## src/rtl/pci_cfg_gen_pkg.sv

```systemverilog
package pci_cfg_gen_pkg;

  typedef enum logic [1:0] {
    SZ_BYTE = 2'd0,
    SZ_HALF = 2'd1,
    SZ_WORD = 2'd2,
    SZ_BAD  = 2'd3
  } size_e;

  typedef enum logic [1:0] {
    K_RUN  = 2'd0,
    K_SKIP = 2'd1,
    K_BAD  = 2'd2
  } kind_e;

  typedef struct packed {
    logic capture;
    logic latchRd;
    logic abortSeen;
  } strobe_t;

  localparam int STAT_BUS_LO  = 23;
  localparam int STAT_HOST    = 13;
  localparam int STAT_TIMEOUT = 8;

  function automatic logic [31:0] swapBytes(input logic [31:0] w);
    return {w[7:0], w[15:8], w[23:16], w[31:24]};
  endfunction

endpackage

```

## src/rtl/pci_cfg_ctrl.sv

```systemverilog
module pci_cfg_ctrl
  import pci_cfg_gen_pkg::*;
(
  input  logic    clk,
  input  logic    rstN,
  input  logic    reqValid,
  input  kind_e   decKind,
  input  logic    decWordWrite,
  input  logic    heldWrite,
  input  logic    pciAck,
  input  logic    pciAbort,
  output strobe_t strb,
  output logic    reqReady,
  output logic    rspValid,
  output logic    pciReq,
  output logic    pciWrite
);

  typedef enum logic [1:0] {S_IDLE, S_RD, S_WR, S_RESP} state_e;
  state_e state, nextState;

  always_comb begin
    nextState      = state;
    strb           = '0;
    strb.abortSeen = pciReq && pciAck && pciAbort;
    unique case (state)
      S_IDLE: if (reqValid) begin
        strb.capture = 1'b1;
        if (decKind != K_RUN)  nextState = S_RESP;
        else if (decWordWrite) nextState = S_WR;
        else                   nextState = S_RD;
      end
      S_RD: if (pciAck) begin
        strb.latchRd = 1'b1;
        nextState    = heldWrite ? S_WR : S_RESP;
      end
      S_WR:   if (pciAck) nextState = S_RESP;
      S_RESP: nextState = S_IDLE;
      default: nextState = S_IDLE;
    endcase
  end

  always_ff @(posedge clk) begin
    if (!rstN) state <= S_IDLE;
    else       state <= nextState;
  end

  assign reqReady = (state == S_IDLE);
  assign rspValid = (state == S_RESP);
  assign pciReq   = (state == S_RD) || (state == S_WR);
  assign pciWrite = (state == S_WR);

endmodule

```

## src/rtl/pci_cfg_datapath.sv

```systemverilog
module pci_cfg_datapath
  import pci_cfg_gen_pkg::*;
#(
  parameter logic [31:0] WIN_BASE   = 32'hC001_0000,
  parameter int          BUS_W      = 8,
  parameter int          DF_W       = 8,
  parameter int          OFF_W      = 8,
  parameter int          FIELD_W    = 4,
  parameter int          DEVFN_BIAS = 48
) (
  input  logic                clk,
  input  logic                rstN,
  input  strobe_t             strb,
  input  logic                hostSlot,
  input  logic                reqSelf,
  input  logic                reqWrite,
  input  logic [BUS_W-1:0]    reqBus,
  input  logic [DF_W-1:0]     reqDevfn,
  input  logic [OFF_W-1:0]    reqOff,
  input  logic [1:0]          reqSize,
  input  logic [31:0]         reqWdata,
  input  logic                pciAbort,
  input  logic [31:0]         pciRdata,
  output kind_e               decKind,
  output logic                decWordWrite,
  output logic                heldWrite,
  output logic                rspErr,
  output logic [31:0]         rspData,
  output logic [31:0]         pciAddr,
  output logic [(1<<FIELD_W)-1:0] idselReg,
  output logic [31:0]         pciWdata,
  output logic [31:0]         statusWord
);

  localparam int NUM_DEV  = 1 << FIELD_W;
  localparam int MAX_IDX  = NUM_DEV - 1;
  localparam int DEV_W    = DF_W - 3;

  // request decode
  logic [DEV_W-1:0] devNum;
  logic             outOfRange, misaligned;
  logic [DF_W-1:0]  effDevfn;
  logic [NUM_DEV-1:0] idselNext;
  logic             clearsTimeout;

  assign devNum     = reqDevfn[DF_W-1:3];
  assign outOfRange = !reqSelf && ((reqBus > BUS_W'(MAX_IDX)) || (devNum > DEV_W'(MAX_IDX)));
  assign misaligned = (size_e'(reqSize) == SZ_BAD) ||
                      ((size_e'(reqSize) == SZ_HALF) && reqOff[0]) ||
                      ((size_e'(reqSize) == SZ_WORD) && (reqOff[1:0] != 2'b00));

  always_comb begin
    if (outOfRange)      decKind = K_SKIP;
    else if (misaligned) decKind = K_BAD;
    else                 decKind = K_RUN;
  end

  assign decWordWrite = reqWrite && (size_e'(reqSize) == SZ_WORD);

  always_comb begin
    if (reqSelf)            effDevfn = '0;
    else if (reqBus == '0)  effDevfn = reqDevfn + DF_W'(DEVFN_BIAS);
    else                    effDevfn = reqDevfn;
  end

  for (genvar d = 0; d < NUM_DEV; d++) begin : g_idsel
    assign idselNext[d] = !reqSelf && (reqBus == '0) && (devNum == DEV_W'(d));
  end

  assign clearsTimeout = reqSelf && reqWrite && (reqOff[OFF_W-1:2] == (OFF_W-2)'(1));

  // held request state
  kind_e            hKind;
  logic [1:0]       hSize;
  logic [1:0]       hLane;
  logic [31:0]      hWdata;
  logic [31:0]      rdWord;
  logic [FIELD_W-1:0] busField;
  logic             timeoutFlag;

  always_ff @(posedge clk) begin
    if (!rstN) begin
      hKind       <= K_RUN;
      heldWrite   <= 1'b0;
      hSize       <= 2'd0;
      hLane       <= 2'd0;
      hWdata      <= '0;
      rdWord      <= '0;
      pciAddr     <= '0;
      idselReg    <= '0;
      busField    <= '0;
      timeoutFlag <= 1'b0;
    end else begin
      if (strb.capture) begin
        hKind     <= decKind;
        heldWrite <= reqWrite;
        hSize     <= reqSize;
        hLane     <= reqOff[1:0];
        hWdata    <= reqWdata;
        if (decKind == K_RUN) begin
          pciAddr  <= WIN_BASE | {16'b0, effDevfn, 8'b0} |
                      {24'b0, reqOff[7:2], 2'b00};
          idselReg <= idselNext;
          busField <= reqSelf ? '0 : reqBus[FIELD_W-1:0];
          if (clearsTimeout) timeoutFlag <= 1'b0;
        end
      end
      if (strb.latchRd)
        rdWord <= pciAbort ? 32'hFFFF_FFFF : swapBytes(pciRdata);
      if (strb.abortSeen)
        timeoutFlag <= 1'b1;
    end
  end

  // lane handling
  logic [4:0]  shiftAmt;
  logic [31:0] laneMask, shifted, merged;

  assign shiftAmt = {hLane, 3'b000};
  assign laneMask = (size_e'(hSize) == SZ_BYTE) ? 32'h0000_00FF : 32'h0000_FFFF;
  assign shifted  = rdWord >> shiftAmt;

  always_comb begin
    if (size_e'(hSize) == SZ_WORD) merged = hWdata;
    else merged = (rdWord & ~(laneMask << shiftAmt)) | ((hWdata & laneMask) << shiftAmt);
  end

  assign pciWdata = swapBytes(merged);

  always_comb begin
    rspErr  = (hKind == K_BAD);
    rspData = '0;
    unique case (hKind)
      K_SKIP: rspData = heldWrite ? 32'h0 : 32'hFFFF_FFFF;
      K_RUN: if (!heldWrite) begin
        if (size_e'(hSize) == SZ_WORD) rspData = rdWord;
        else                           rspData = shifted & laneMask;
      end
      default: rspData = '0;
    endcase
  end

  always_comb begin
    statusWord = '0;
    statusWord[STAT_BUS_LO +: FIELD_W] = busField;
    statusWord[STAT_HOST]              = hostSlot;
    statusWord[STAT_TIMEOUT]           = timeoutFlag;
  end

endmodule

```

## src/rtl/pci_cfg_addr_gen.sv

```systemverilog
module pci_cfg_addr_gen
  import pci_cfg_gen_pkg::*;
#(
  parameter logic [31:0] WIN_BASE   = 32'hC001_0000,
  parameter int          BUS_W      = 8,
  parameter int          DF_W       = 8,
  parameter int          OFF_W      = 8,
  parameter int          FIELD_W    = 4,
  parameter int          DEVFN_BIAS = 48
) (
  input  logic                    clk,
  input  logic                    rstN,
  input  logic                    hostSlot,
  input  logic                    reqValid,
  output logic                    reqReady,
  input  logic                    reqSelf,
  input  logic                    reqWrite,
  input  logic [BUS_W-1:0]        reqBus,
  input  logic [DF_W-1:0]         reqDevfn,
  input  logic [OFF_W-1:0]        reqOff,
  input  logic [1:0]              reqSize,
  input  logic [31:0]             reqWdata,
  output logic                    rspValid,
  output logic                    rspErr,
  output logic [31:0]             rspData,
  output logic                    pciReq,
  output logic                    pciWrite,
  output logic [31:0]             pciAddr,
  output logic [(1<<FIELD_W)-1:0] pciIdsel,
  output logic [31:0]             pciWdata,
  input  logic                    pciAck,
  input  logic                    pciAbort,
  input  logic [31:0]             pciRdata,
  output logic [31:0]             statusWord
);

  strobe_t strb;
  kind_e   decKind;
  logic    decWordWrite, heldWrite;
  logic [(1<<FIELD_W)-1:0] idselReg;

  pci_cfg_ctrl u_ctrl (
    .clk(clk), .rstN(rstN), .reqValid(reqValid), .decKind(decKind),
    .decWordWrite(decWordWrite), .heldWrite(heldWrite), .pciAck(pciAck),
    .pciAbort(pciAbort), .strb(strb), .reqReady(reqReady),
    .rspValid(rspValid), .pciReq(pciReq), .pciWrite(pciWrite)
  );

  pci_cfg_datapath #(
    .WIN_BASE(WIN_BASE), .BUS_W(BUS_W), .DF_W(DF_W), .OFF_W(OFF_W),
    .FIELD_W(FIELD_W), .DEVFN_BIAS(DEVFN_BIAS)
  ) u_dp (
    .clk(clk), .rstN(rstN), .strb(strb), .hostSlot(hostSlot),
    .reqSelf(reqSelf), .reqWrite(reqWrite), .reqBus(reqBus),
    .reqDevfn(reqDevfn), .reqOff(reqOff), .reqSize(reqSize),
    .reqWdata(reqWdata), .pciAbort(pciAbort), .pciRdata(pciRdata),
    .decKind(decKind), .decWordWrite(decWordWrite), .heldWrite(heldWrite),
    .rspErr(rspErr), .rspData(rspData), .pciAddr(pciAddr),
    .idselReg(idselReg), .pciWdata(pciWdata), .statusWord(statusWord)
  );

  assign pciIdsel = pciReq ? idselReg : '0;

endmodule

```

## config.mk

```make
export PLATFORM = sky130hd
export DESIGN_NAME = pci_cfg_addr_gen
export DESIGN_NICKNAME = d
export VERILOG_FILES = /design/src/rtl/pci_cfg_gen_pkg.sv /design/src/rtl/pci_cfg_ctrl.sv /design/src/rtl/pci_cfg_datapath.sv /design/src/rtl/pci_cfg_addr_gen.sv
export SDC_FILE = /design/constraint.sdc
export NUM_CORES = 1
export LEC_CHECK = 0
export BUFFER_PORTS_ARGS = -buffer_cell sky130_fd_sc_hd__buf_4
export CAP_MARGIN = 30
export CORE_MARGIN = 2
export CORE_UTILIZATION = 46
export CTS_BUF_LIST = sky130_fd_sc_hd__clkbuf_4 sky130_fd_sc_hd__clkbuf_8
export DETAILED_ROUTE_END_ITERATION = 12
export PLACE_DENSITY = 0.82
export SLEW_MARGIN = 40
export SYNTH_ARGS = -nofsm -noshare
export SYNTH_HDL_FRONTEND = slang
export SYNTH_HIERARCHICAL = 1
export SYNTH_SLANG_ARGS = --single-unit
```

## constraint.sdc

```tcl
create_clock -name clk -period 2 [get_ports clk]
set_clock_uncertainty 0.1 [all_clocks]
set_input_delay 0.3 -clock clk [delete_from_list [all_inputs] [get_ports clk]]
set_output_delay 0.3 -clock clk [all_outputs]
set_load 0.005 [all_outputs]
```

==> impl_metrics.tcl <==
set metrics [dict create \
    status "finished with violations" \
    violations "negative setup slack" \
    drc 0 \
    vias 6740 \
    p_seq_share_pct 33.6 \
    ir_drop_mv 0.391 \
    vias_per_cell 5.83 \
    powerDensity_mw_per_mm2 958 \
    io_pins 247 \
    h-tree-depth 3 \
    insertion_delay_ns 0.41 \
    path_common_cell "buf_6" \
    crit_arrival_ns 2.12 \
    hold_class "input pin to flip-flop" \
    syn-cell-area_mm2 0.00649 \
    synthFlopType "dfxtp_1" \
    initial_core_util_pct 47.0 \
    drv_cap 0 \
    final_cell_mix "buf_4 (227), dfxtp_1 (103), mux2i_1 (77), nand2_1 (58), buf_6 (45)" \
    dp_hpwl_um 15300 \
    syn_inst 744 \
    fin_ws_ns -0.519 \
    fmax_ghz 0.397 \
    wl_per_cell_um 20.5 \
    yosysSeqAreaShare_pct 33.6 \
    crit_type "flip-flop to output pin" \
    placed_cell_area_mm2 0.00822 \
    p_int_w 0.00553 \
    drt_wl_total_um 23700 \
    power_switching_w 0.00357 \
    postRouteAntennaNets 0 \
    track_usage_pct 27.0 \
    p_sw_share_pct 39.2 \
    cts_made_buffers 9 \
    max_stage_delay_ns 0.38 \
    stdcell_count 1157 \
    die_w_um 123 \
    ys_ff_latch 109 \
    ys_async_sr_fraction_pct 0 \
    yosysWarnings 6 \
    fin_nets 1077 \
    clk_pin_slew_ns 0.11 \
    clkPwrFrac_pct 14.3 \
    layout_commonest_cell "buf_4" \
    crit_path_end_kind "output pin" \
    worstPathMaxFanout 8 \
    hold_ws_ns 0.0430 \
    rsz0062_at_grt "true" \
    initialDrtViolationCount 690 \
    worst_pin_slew_ns 0.624 \
    gp_congestion 0.951 \
    core-area_mm2 0.0138 \
    die_area_mm2 0.0151 \
    start_kind "flip-flop" \
    final_area_mm2 0.00949 \
    synth_area_per_cell_um2 8.73 \
    combPwrFrac_pct 52.0 \
    ctsHoldBuffers 0 \
    grt_pass1_wl_um 31500 \
    dr.pass1.iters 9 \
    cts_buffer_depth 2 \
    rows 43 \
    synth_cell_type_count 59 \
    period_share_pct 126 \
    cts_tree "done" \
    path_cells "clkbuf_16, buf_6, buf_8, buf_6, mux2i_4, o31ai_2, mux2_4, buf_6" \
    slew_headroom_pct 58.3 \
    synthToLayoutAreaGrowth_pct 46.1 \
    crit_family "buffers and inverters" \
    p_leak_nw 4.18 \
    critPathBufInv 5 \
    antenna_found_initial 0 \
    period_needed_ns 2.52 \
    synth_edf_count 0 \
    dp.cells 1111 \
    drive_gt1_share_pct 47.8 \
    die_h_um 123 \
    slowest_stage "dfxtp_4" \
    final_core_util_pct 68.6 \
    setup_viol 59 \
    grt_max_degree 40 \
    cts.sinks 109 \
    hold_viol 0 \
    overflow 0 \
    grt_pass1_vias 6019 \
    required_ns 1.60 \
    place.port_buffers 203 \
    finalMaxSlewViolations 0 \
    cts-root-buf "clkbuf_8" \
    num_antenna_cells 0 \
]
## worst min-delay path, cell delays in order
cell     delay (ns)
buf_4          0.08
mux2i_1        0.05
nor2b_1        0.09
## metal layers
layer  part of all wire [%]  global-route usage (%)
met5                      0                       0
met2                     48                    44.5
met3                     10                    6.69
met4                    4.5                    11.8
met1                     37                    33.3
## power by group through the flow
stage	registers, W	clock network [W]	logic (W)
3_5_place_dp	0.00296	0	0.00351
2_1_floorplan	0.00278	0	0.00212
6_report	0.00306	0.00130	0.00473
3_3_place_gp	0.00295	0	0.00346
5_1_grt	0.00307	0.00138	0.00497
4_1_cts	0.00292	0.00130	0.00379
## synth_stat cells, types with 2 or more instances
cell | instances | share of area [%]
o21ai_0 | 37 | 2.9
a2bb2oi_1 | 8 | 1.1
o22ai_1 | 8 | 0.77
nand2_1 | 71 | 4.1
o31ai_1 | 7 | 0.81
a31oi_1 | 9 | 0.87
nand3_1 | 28 | 2.2
buf_6 | 2 | 0.35
o21a_1 | 3 | 0.35
o221a_2 | 32 | 5.5
buf_4 | 46 | 5.3
nor4_1 | 2 | 0.19
ha_1 | 6 | 1.2
nor2_1 | 35 | 2.0
clkinv_1 | 3 | 0.17
and3_1 | 2 | 0.19
nor3_1 | 7 | 0.54
nand2b_1 | 4 | 0.39
nor2b_1 | 43 | 4.1
and2_2 | 13 | 1.5
dfxtp_1 | 109 | 34
a21oi_1 | 35 | 2.7
a22oi_1 | 8 | 0.92
mux2i_1 | 86 | 13
buf_12 | 2 | 0.62
buf_1 | 5 | 0.29
inv_1 | 6 | 0.35
mux2_2 | 23 | 4.0
a222oi_1 | 8 | 1.2
o31a_1 | 2 | 0.27
and2_1 | 14 | 1.3
or4_1 | 2 | 0.23
clkbuf_1 | 48 | 2.8
buf_2 | 5 | 0.39
## registers in the layout (all words and copies together), names as in the netlist, 4 cells and up
register / cells
u_dp/rdWord: 32
u_dp/hWdata: 32
u_dp/busField: 4
u_dp/idselReg: 16
u_dp/pciAddr: 15
## repair_timing
item	CTS	global route
resized for setup	66	156
endpoints found under the setup margin	81	82
pin swaps	14	69
setup buffers	9	15
cloned	2	7
## area by class of cell
type / instances / area (µm²)
sequential: 109 / 2190
inverter: 10 / 37.5
clock buffer: 10 / 138
clock inverter: 5 / 36.3
tap: 180 / 225
fill: 996 / 4340
multi-input combinational: 556 / 4340
timing repair buffer: 287 / 2520
## through the flow
| step | total power (W) | setup TNS (ns) | setup slack, ns |
|---|---|---|---|
| 3_5_place_dp | 0.00647 | -0.0952 | -0.0936 |
| 3_3_place_gp | 0.00641 | 0 | 0.0223 |
| 6_report | 0.00909 | -17.32 | -0.519 |
| 5_1_grt | 0.00942 | -19.94 | -0.573 |
| 2_1_floorplan | 0.00490 | 0 | 0.0332 |
| 4_1_cts | 0.00802 | -12.04 | -0.362 |
## kinds of logic after synthesis
family	after synthesis	synth area share, %
compound gates	168	19.1
xor+xnor	1	0.135
fa+ha+maj	6	1.16
buf+inv	119	10.5
flops	109	33.6
mux	109	17.2
other cells	1	0.0577
simple gates	231	18.1
## worst paths after layout
| kind | startpoint | to | slack [ns] | cells past startpoint |
|---|---|---|---|---|
| worst max register to register | u_ctrl/state[0]$_SDFFE_PN0P_ | u_dp/idselReg[9]$_SDFFE_PN0P_ | 0.18 | 7 |
| worst min-delay path | reqWdata[12] | u_dp/hWdata[12]$_SDFFE_PN0P_ | 0.04 | 3 |
| worst max-delay path | u_dp/hLane[0]$_SDFFE_PN0P_ | pciWdata[20] | -0.52 | 8 |
| worst min register to register | u_dp/idselReg[7]$_SDFFE_PN0P_ | u_dp/idselReg[7]$_SDFFE_PN0P_ | 0.36 | 2 |
Power figures use the tool's default switching activity.
